`src/rtl/srx_pkg.sv`:
```
package srx_pkg;

   localparam int MAX_BITS = 8;

   typedef struct packed {
      logic                brk;
      logic                ferr;
      logic                perr;
      logic [MAX_BITS-1:0] data;
   } rx_entry_t;

   typedef enum logic [2:0] {
      S_HUNT,
      S_START,
      S_DATA,
      S_PAR,
      S_STOP,
      S_BRKCHK,
      S_BRKWAIT
   } rx_state_t;

endpackage

```
`src/rtl/srx_front.sv`:
```
module srx_front #(
   parameter int SYNC_STAGES = 2
) (
   input  logic clk,
   input  logic rst_n,
   input  logic rx_line,
   input  logic loop_src,
   input  logic loop_en,
   output logic line_s
);

   if (SYNC_STAGES < 2) begin : g_chk_sync
      $error("srx_front: SYNC_STAGES must be at least 2");
   end

   logic                   raw;
   logic [SYNC_STAGES-1:0] chain;

   assign raw = loop_en ? loop_src : rx_line;

   always_ff @(posedge clk or negedge rst_n) begin
      if (!rst_n) chain <= '1;
      else        chain <= {chain[SYNC_STAGES-2:0], raw};
   end

   assign line_s = chain[SYNC_STAGES-1];

endmodule

```
`src/rtl/srx_engine.sv`:
```
module srx_engine
   import srx_pkg::*;
#(
   parameter int OSR = 16
) (
   input  logic      clk,
   input  logic      rst_n,
   input  logic      tick,
   input  logic      line,
   input  logic [1:0] char_len,
   input  logic      par_en,
   input  logic      par_even,
   input  logic      stop_sel,
   output logic      push,
   output rx_entry_t push_ent
);

   localparam int CNT_W = $clog2(OSR);
   localparam int HALF  = OSR / 2;
   localparam int BRK_W = $clog2(2 * OSR + 1);

   if (OSR < 4 || (OSR % 2) != 0) begin : g_chk_osr
      $error("srx_engine: OSR must be even and at least 4");
   end
   if (MAX_BITS != 8) begin : g_chk_bits
      $error("srx_engine: character field must be 8 bits");
   end

   rx_state_t           state;
   logic [CNT_W-1:0]    cnt;
   logic [BRK_W-1:0]    bcnt;
   logic [2:0]          bidx;
   logic [MAX_BITS-1:0] dat;
   logic                pbit;
   logic                all_zero;

   logic [2:0]          last_idx;
   logic [BRK_W-1:0]    brk_need;
   logic                par_bad;
   logic                at_half;
   logic                at_full;

   assign last_idx = {1'b0, char_len} + 3'd4;
   assign at_half  = (cnt == CNT_W'(HALF - 1));
   assign at_full  = (cnt == CNT_W'(OSR - 1));
   assign par_bad  = par_en & (^dat ^ pbit ^ ~par_even);

   always_comb begin
      brk_need = BRK_W'(HALF);
      if (stop_sel) begin
         if (char_len == 2'd0) brk_need = brk_need + BRK_W'(HALF);
         else                  brk_need = brk_need + BRK_W'(OSR);
      end
   end

   always_ff @(posedge clk or negedge rst_n) begin
      if (!rst_n) begin
         state    <= S_HUNT;
         cnt      <= '0;
         bcnt     <= '0;
         bidx     <= '0;
         dat      <= '0;
         pbit     <= 1'b0;
         all_zero <= 1'b0;
         push     <= 1'b0;
         push_ent <= '0;
      end else begin
         push <= 1'b0;
         if (tick) begin
            unique case (state)
               S_HUNT: begin
                  if (!line) begin
                     state <= S_START;
                     cnt   <= '0;
                  end
               end
               S_START: begin
                  if (at_half) begin
                     cnt <= '0;
                     if (!line) begin
                        state    <= S_DATA;
                        bidx     <= '0;
                        dat      <= '0;
                        pbit     <= 1'b0;
                        all_zero <= 1'b1;
                     end else begin
                        state <= S_HUNT;
                     end
                  end else begin
                     cnt <= cnt + 1'b1;
                  end
               end
               S_DATA: begin
                  if (at_full) begin
                     cnt       <= '0;
                     dat[bidx] <= line;
                     if (line) all_zero <= 1'b0;
                     if (bidx == last_idx) state <= par_en ? S_PAR : S_STOP;
                     else                  bidx  <= bidx + 1'b1;
                  end else begin
                     cnt <= cnt + 1'b1;
                  end
               end
               S_PAR: begin
                  if (at_full) begin
                     cnt   <= '0;
                     pbit  <= line;
                     if (line) all_zero <= 1'b0;
                     state <= S_STOP;
                  end else begin
                     cnt <= cnt + 1'b1;
                  end
               end
               S_STOP: begin
                  if (at_full) begin
                     cnt <= '0;
                     if (line) begin
                        push     <= 1'b1;
                        push_ent <= '{brk: 1'b0, ferr: 1'b0, perr: par_bad, data: dat};
                        state    <= S_HUNT;
                     end else if (all_zero) begin
                        bcnt  <= '0;
                        state <= S_BRKCHK;
                     end else begin
                        push     <= 1'b1;
                        push_ent <= '{brk: 1'b0, ferr: 1'b1, perr: par_bad, data: dat};
                        state    <= S_HUNT;
                     end
                  end else begin
                     cnt <= cnt + 1'b1;
                  end
               end
               S_BRKCHK: begin
                  if (line) begin
                     push     <= 1'b1;
                     push_ent <= '{brk: 1'b0, ferr: 1'b1, perr: par_bad, data: dat};
                     state    <= S_HUNT;
                  end else if (bcnt == brk_need - 1'b1) begin
                     push     <= 1'b1;
                     push_ent <= '{brk: 1'b1, ferr: 1'b0, perr: 1'b0, data: '0};
                     state    <= S_BRKWAIT;
                  end else begin
                     bcnt <= bcnt + 1'b1;
                  end
               end
               S_BRKWAIT: begin
                  if (line) state <= S_HUNT;
               end
               default: state <= S_HUNT;
            endcase
         end
      end
   end

   // a break entry carries no data and no framing flag
   assert_brk_clean_R5: assert property (@(posedge clk) disable iff (!rst_n)
      (push && push_ent.brk) |-> (push_ent.data == '0 && !push_ent.ferr && !push_ent.perr));

   // after a break, no entry until the line has been seen high
   assert_brk_hold_R5: assert property (@(posedge clk) disable iff (!rst_n)
      (state == S_BRKWAIT && !line) |=> !push);

   // a start edge is never followed directly by a stored entry
   assert_start_no_push_R4: assert property (@(posedge clk) disable iff (!rst_n)
      (state == S_START) |=> !push);

endmodule

```
`src/rtl/srx_store.sv`:
```
module srx_store
   import srx_pkg::*;
#(
   parameter int DEPTH = 16
) (
   input  logic      clk,
   input  logic      rst_n,
   input  logic      fifo_en,
   input  logic      push,
   input  rx_entry_t push_ent,
   input  logic      pop,
   output rx_entry_t head,
   output logic      not_empty,
   output logic      rdy_pulse,
   output logic      ovr_pulse
);

   localparam int CNT_W = $clog2(DEPTH + 1);

   if (DEPTH < 1) begin : g_chk_depth
      $error("srx_store: DEPTH must be at least 1");
   end

   logic [CNT_W-1:0] count;
   logic             full;
   logic             accept;
   logic             pop_ok;

   assign not_empty = (count != '0);
   assign full      = fifo_en ? (count == CNT_W'(DEPTH)) : not_empty;
   assign accept    = push && !full;
   assign pop_ok    = pop && not_empty;

   always_ff @(posedge clk or negedge rst_n) begin
      if (!rst_n) begin
         count     <= '0;
         rdy_pulse <= 1'b0;
         ovr_pulse <= 1'b0;
      end else begin
         rdy_pulse <= accept;
         ovr_pulse <= push && full;
         case ({accept, pop_ok})
            2'b10:   count <= count + 1'b1;
            2'b01:   count <= count - 1'b1;
            default: count <= count;
         endcase
      end
   end

   if (DEPTH == 1) begin : g_single
      rx_entry_t hold;
      always_ff @(posedge clk or negedge rst_n) begin
         if (!rst_n)      hold <= '0;
         else if (accept) hold <= push_ent;
      end
      assign head = hold;
   end else begin : g_queue
      localparam int PTR_W = $clog2(DEPTH);
      rx_entry_t        mem [DEPTH];
      logic [PTR_W-1:0] wp;
      logic [PTR_W-1:0] rp;

      always_ff @(posedge clk) begin
         if (accept) mem[wp] <= push_ent;
      end

      always_ff @(posedge clk or negedge rst_n) begin
         if (!rst_n) begin
            wp <= '0;
            rp <= '0;
         end else begin
            if (accept) wp <= (wp == PTR_W'(DEPTH - 1)) ? '0 : wp + 1'b1;
            if (pop_ok) rp <= (rp == PTR_W'(DEPTH - 1)) ? '0 : rp + 1'b1;
         end
      end

      assign head = mem[rp];
   end

   // occupancy never exceeds the queue depth
   assert_no_overflow_R7: assert property (@(posedge clk) disable iff (!rst_n)
      count <= CNT_W'(DEPTH));

   // a lone pop removes exactly one entry
   assert_pop_one_R7: assert property (@(posedge clk) disable iff (!rst_n)
      (pop && !push && not_empty) |=> (count == $past(count) - 1'b1));

   // a push into full storage is flagged and leaves occupancy alone
   assert_ovr_keep_R9: assert property (@(posedge clk) disable iff (!rst_n)
      (push && full && !pop) |=> (ovr_pulse && count == $past(count)));

   // stored and dropped strobes are exclusive
   assert_strobe_excl_R10: assert property (@(posedge clk) disable iff (!rst_n)
      !(rdy_pulse && ovr_pulse));

endmodule

```
`src/rtl/oversamp_serial_rx.sv`:
```
module oversamp_serial_rx
   import srx_pkg::*;
#(
   parameter int OSR         = 16,
   parameter int DEPTH       = 16,
   parameter int SYNC_STAGES = 2
) (
   input  logic                clk,
   input  logic                rst_n,
   input  logic                tick16,
   input  logic                rx_line,
   input  logic                loop_src,
   input  logic                loop_en,
   input  logic [1:0]          char_len,
   input  logic                par_en,
   input  logic                par_even,
   input  logic                stop_sel,
   input  logic                fifo_en,
   input  logic                pop,
   output logic [MAX_BITS-1:0] rd_data,
   output logic                rd_perr,
   output logic                rd_ferr,
   output logic                rd_brk,
   output logic                data_ready,
   output logic                overrun,
   output logic                rx_ready
);

   logic      line_s;
   logic      push;
   rx_entry_t push_ent;
   rx_entry_t head;

   srx_front #(.SYNC_STAGES(SYNC_STAGES)) u_front (
      .clk      (clk),
      .rst_n    (rst_n),
      .rx_line  (rx_line),
      .loop_src (loop_src),
      .loop_en  (loop_en),
      .line_s   (line_s)
   );

   srx_engine #(.OSR(OSR)) u_engine (
      .clk      (clk),
      .rst_n    (rst_n),
      .tick     (tick16),
      .line     (line_s),
      .char_len (char_len),
      .par_en   (par_en),
      .par_even (par_even),
      .stop_sel (stop_sel),
      .push     (push),
      .push_ent (push_ent)
   );

   srx_store #(.DEPTH(DEPTH)) u_store (
      .clk       (clk),
      .rst_n     (rst_n),
      .fifo_en   (fifo_en),
      .push      (push),
      .push_ent  (push_ent),
      .pop       (pop),
      .head      (head),
      .not_empty (data_ready),
      .rdy_pulse (rx_ready),
      .ovr_pulse (overrun)
   );

   assign rd_data = head.data;
   assign rd_perr = head.perr;
   assign rd_ferr = head.ferr;
   assign rd_brk  = head.brk;

endmodule

```
`config.mk`:
```
export PLATFORM = sky130hd
export DESIGN_NAME = oversamp_serial_rx
export DESIGN_NICKNAME = d
export VERILOG_FILES = /design/src/rtl/srx_pkg.sv /design/src/rtl/srx_front.sv /design/src/rtl/srx_engine.sv /design/src/rtl/srx_store.sv /design/src/rtl/oversamp_serial_rx.sv
export SDC_FILE = /design/constraint.sdc
export NUM_CORES = 1
export LEC_CHECK = 0
export BUFFER_PORTS_ARGS = -buffer_cell sky130_fd_sc_hd__buf_2
export CORE_MARGIN = 2
export CORE_UTILIZATION = 31
export DETAILED_ROUTE_END_ITERATION = 10
export GPL_TIMING_DRIVEN = 0
export PLACE_DENSITY_LB_ADDON = 0.2
export SLEW_MARGIN = 5
export SYNTH_ARGS = -nofsm -noshare
export SYNTH_HDL_FRONTEND = slang
export SYNTH_SLANG_ARGS = --single-unit
```
`constraint.sdc`:
```
create_clock -name clk -period 2.5 [get_ports clk]
set_input_delay 0.125 -clock clk [delete_from_list [all_inputs] [get_ports clk]]
set_output_delay 0.125 -clock clk [all_outputs]
set_load 0.005 [all_outputs]
```
==> results.ini <==
[status]
status = finished, violations left
failed_checks = setup timing

[route]
drt_iter0_drc = 356
top_layer_used = met4
vias = 5930
ant_nets = 0
wl_per_cell_um = 18.37
wl_met3_um = 731
drt-total-wl_um = 22660
drtPass1Iterations = 4
via_per_inst = 4.806
drt-met1-wl_um = 10860
route.detailed.drc = 0
routed-wl-met2_um = 10670

[sta]
fin_crit_sh_pct = 107.8
hold_viol_final = 0
finalSetupViolations = 10
setup_slack_ns = -0.1941
fin_skew_ns = 0.02240
relSlewSlack_pct = 48.21
setup_tns_ns = -0.5767
rsz0062_at_grt = yes
tightest_slew_ns = 0.7769
fmax_ghz = 0.3712
timing.hold.ws_ns = 0.06435
period_needed_ns = 2.694
maxSlewViolCount = 0

[grt]
antenna_found_initial = 0
grt_max_degree = 56
overflow = 0
grt_usage_pct = 13.53
grt_pass1_wl_um = 35490
grt_pass1_vias = 5964

[floorplanning]
start_util_pct = 31.33
io_pins = 27
die_area_um2 = 34180
die_x_um = 184.9
rows = 66
die_h_um = 184.9
core-area_um2 = 32370

[critical_path]
path_cells = or4_4 -> mux2i_4 -> and2_4 -> buf_8 -> inv_6 -> ha_4 -> xor2_2 -> ha_2 -> nor2_1 -> a222oi_1 -> nor2_1 -> xor2_1
cp_num_buf_inv = 2
reg2regPathDepth = 12
crit_path_max_fanout = 5
end_kind = register
crit_family = simple AND/OR/NAND/NOR gates
crit_type = register to register
arrival_ns = 3.09
worst_path_largest_cell_delay_ns = 0.57
crit_top_cell = nor2_1
slowest_stage = or4_4
r2r_end = u_store.count[4]$_DFFE_PN0P_
rrSetupSlack_ns = -0.19
crit_required_ns = 2.90
worstReg2RegStart = u_store.count[3]$_DFFE_PN0P_
worstSetupStartpointType = register

[layout]
num-fill-cells = 3105
antennaDiodeCount = 0
final_util_pct = 38.65
finalNetCount = 798
multiInputGateArea_um2 = 3480
seqCellArea_um2 = 6666
drive_above_1_share_pct = 28.54
design_area_um2 = 12510
area_delta_synth_final_pct = 23.35

[logic_synthesis]
synth.most_common_cell = edfxtp_1
synthDominantCellAreaShare_pct = 52.11
synth_top_cell_by_area = edfxtp_1
synthTopCellsByArea = edfxtp_1, dfrtp_1, mux4_2
async_reset_ff_share_pct = 23.81
ys_seq_area_share_pct = 65.70
synth_warnings = 0
avgSynthCellArea_um2 = 14.87
synth_cell_types = 72
ys.flop_type = edfxtp_1
synth_edf_count = 176
synth.ff_latch_count = 231
yosys-top-cells-count = edfxtp_1, dfrtp_1, nor2_1
postSynthCellCount = 682
syn-num-nets = 708
synth_area_um2 = 10140

[power_and_ir_drop]
power.net_switching_mw = 4.315
swShare_pct = 32.16
vdd_drop_max_mv = 0.5620
comb_power_share_pct = 32.1
internal_power_mw = 9.103
p_per_area_nw_per_um2 = 1073
clkPwrFrac_pct = 27.9
p_leak_nw = 4.527
p_seq_share_pct = 40.0

[worst_hold_path]
hold_depth = 4
holdCritPathClass = primary input to register
min_to = u_engine.state[2]$_DFFE_PN0P_
min-delay-start = par_en

[clock_network]
clk_pin_slew_ns = 0.06
cts_max_level = 1
cts.sinks = 231
clk_latency_ns = 0.53
tritoncts = yes
clock_tree.buffer_depth = 3
cts-buffers-inserted = 26
ctsRootBufferMaster = clkbuf_16

[placement]
io_buffers = 26
dp_hpwl_um = 14610
gp_congestion = 0.7977
post_dp_cell_area_um2 = 10860

[flow_run]
drv_cap = 0

-- tightest hold or removal path, cell delays in order --
cell and delay, ns:
buf_2 0.13, nand3_1 0.08, a31oi_1 0.08, a21oi_1 0.11
-- per-stage QoR --
step	power [mW]	worst slack, ns	std cells
after floorplan	7.791	-0.1606	682
after global placement	9.010	-0.6524	1150
after detailed placement	9.056	-0.5987	1150
after CTS	13.55	-0.2314	1225
after global routing	14.17	-0.3488	1234
final	13.42	-0.1941	1234
-- cells in the final DEF (no fill, tap or decap), drive strengths merged, types with 23 or more instances in the layout --
cell    instances
mux2i          29
edfxtp        176
dfrtp          53
mux4           33
inv            23
clkbuf         52
nand2          43
o21ai          36
nor2           40
buf            77
-- power by group through the flow --
stage / Clock (mW) / Combinational, mW / Sequential (mW)
after floorplan: 0 / 2.62 / 5.17
after global placement: 0 / 3.61 / 5.40
after detailed placement: 0 / 3.64 / 5.41
after CTS: 3.86 / 4.33 / 5.36
after global routing: 4.00 / 4.72 / 5.45
final: 3.75 / 4.31 / 5.36
-- logic make-up after synthesis --
logic type	after synthesis	synth area share (%)
compound gates	122	8.352
xor+xnor	21	1.949
fa+ha+maj	13	1.604
buf+inv	59	2.652
flops	231	65.70
mux	72	11.34
simple gates	164	8.401
-- registers in the layout, summed over array words and instances, names as in the netlist, 2 cells and up --
signal,flops
u_store.count,5
u_store.g_queue.rp,4
u_engine.push_ent,11
u_engine.dat,8
u_engine.state,3
u_store.g_queue.wp,4
u_engine.bcnt,6
u_engine.bidx,3
u_engine.cnt,4
u_store.g_queue.mem,176
u_front.chain,2
-- layout make-up --
cell class,instances,area share [%]
sequential,231,53.29
multi-input combinational,392,27.81
clock buffer,37,5.851
timing repair buffer,67,4.951
tap,442,4.420
buffer,31,2.000
clock inverter,11,0.9301
inverter,23,0.7501
-- routing by layer --
metal	vias to the layer above	global-route usage [%]
li1	2810	-
met1	2998	19.20
met2	93	21.99
met3	29	1.888
met4	0	3.238
met5	-	0
-- worst max path at each step --
stage | cells past startpoint | slack, ns | endpoint | from
after floorplan | 13 | -0.16 | u_store.count[4]$_DFFE_PN0P_ | u_store.count[1]$_DFFE_PN0P_
after global placement | 5 | -0.65 | u_store.g_queue.mem[7][5]$_DFFE_PP_ | u_store.count[1]$_DFFE_PN0P_
after detailed placement | 6 | -0.60 | u_store.g_queue.mem[4][6]$_DFFE_PP_ | u_store.count[1]$_DFFE_PN0P_
after CTS | 13 | -0.23 | u_store.count[4]$_DFFE_PN0P_ | u_store.count[3]$_DFFE_PN0P_
after global routing | 12 | -0.35 | u_store.count[4]$_DFFE_PN0P_ | u_store.count[3]$_DFFE_PN0P_
final | 12 | -0.19 | u_store.count[4]$_DFFE_PN0P_ | u_store.count[3]$_DFFE_PN0P_
-- repair_timing --
action                                  CTS  global route
setup buffers                            21            15
hold endpoints to repair                 59             0
endpoints found under the setup margin  194            56
gates cloned                              3             0
gates resized for setup                  77            38
hold buffers                              6             0
pin swaps                                25            22
(Power assumes the default switching activity.)
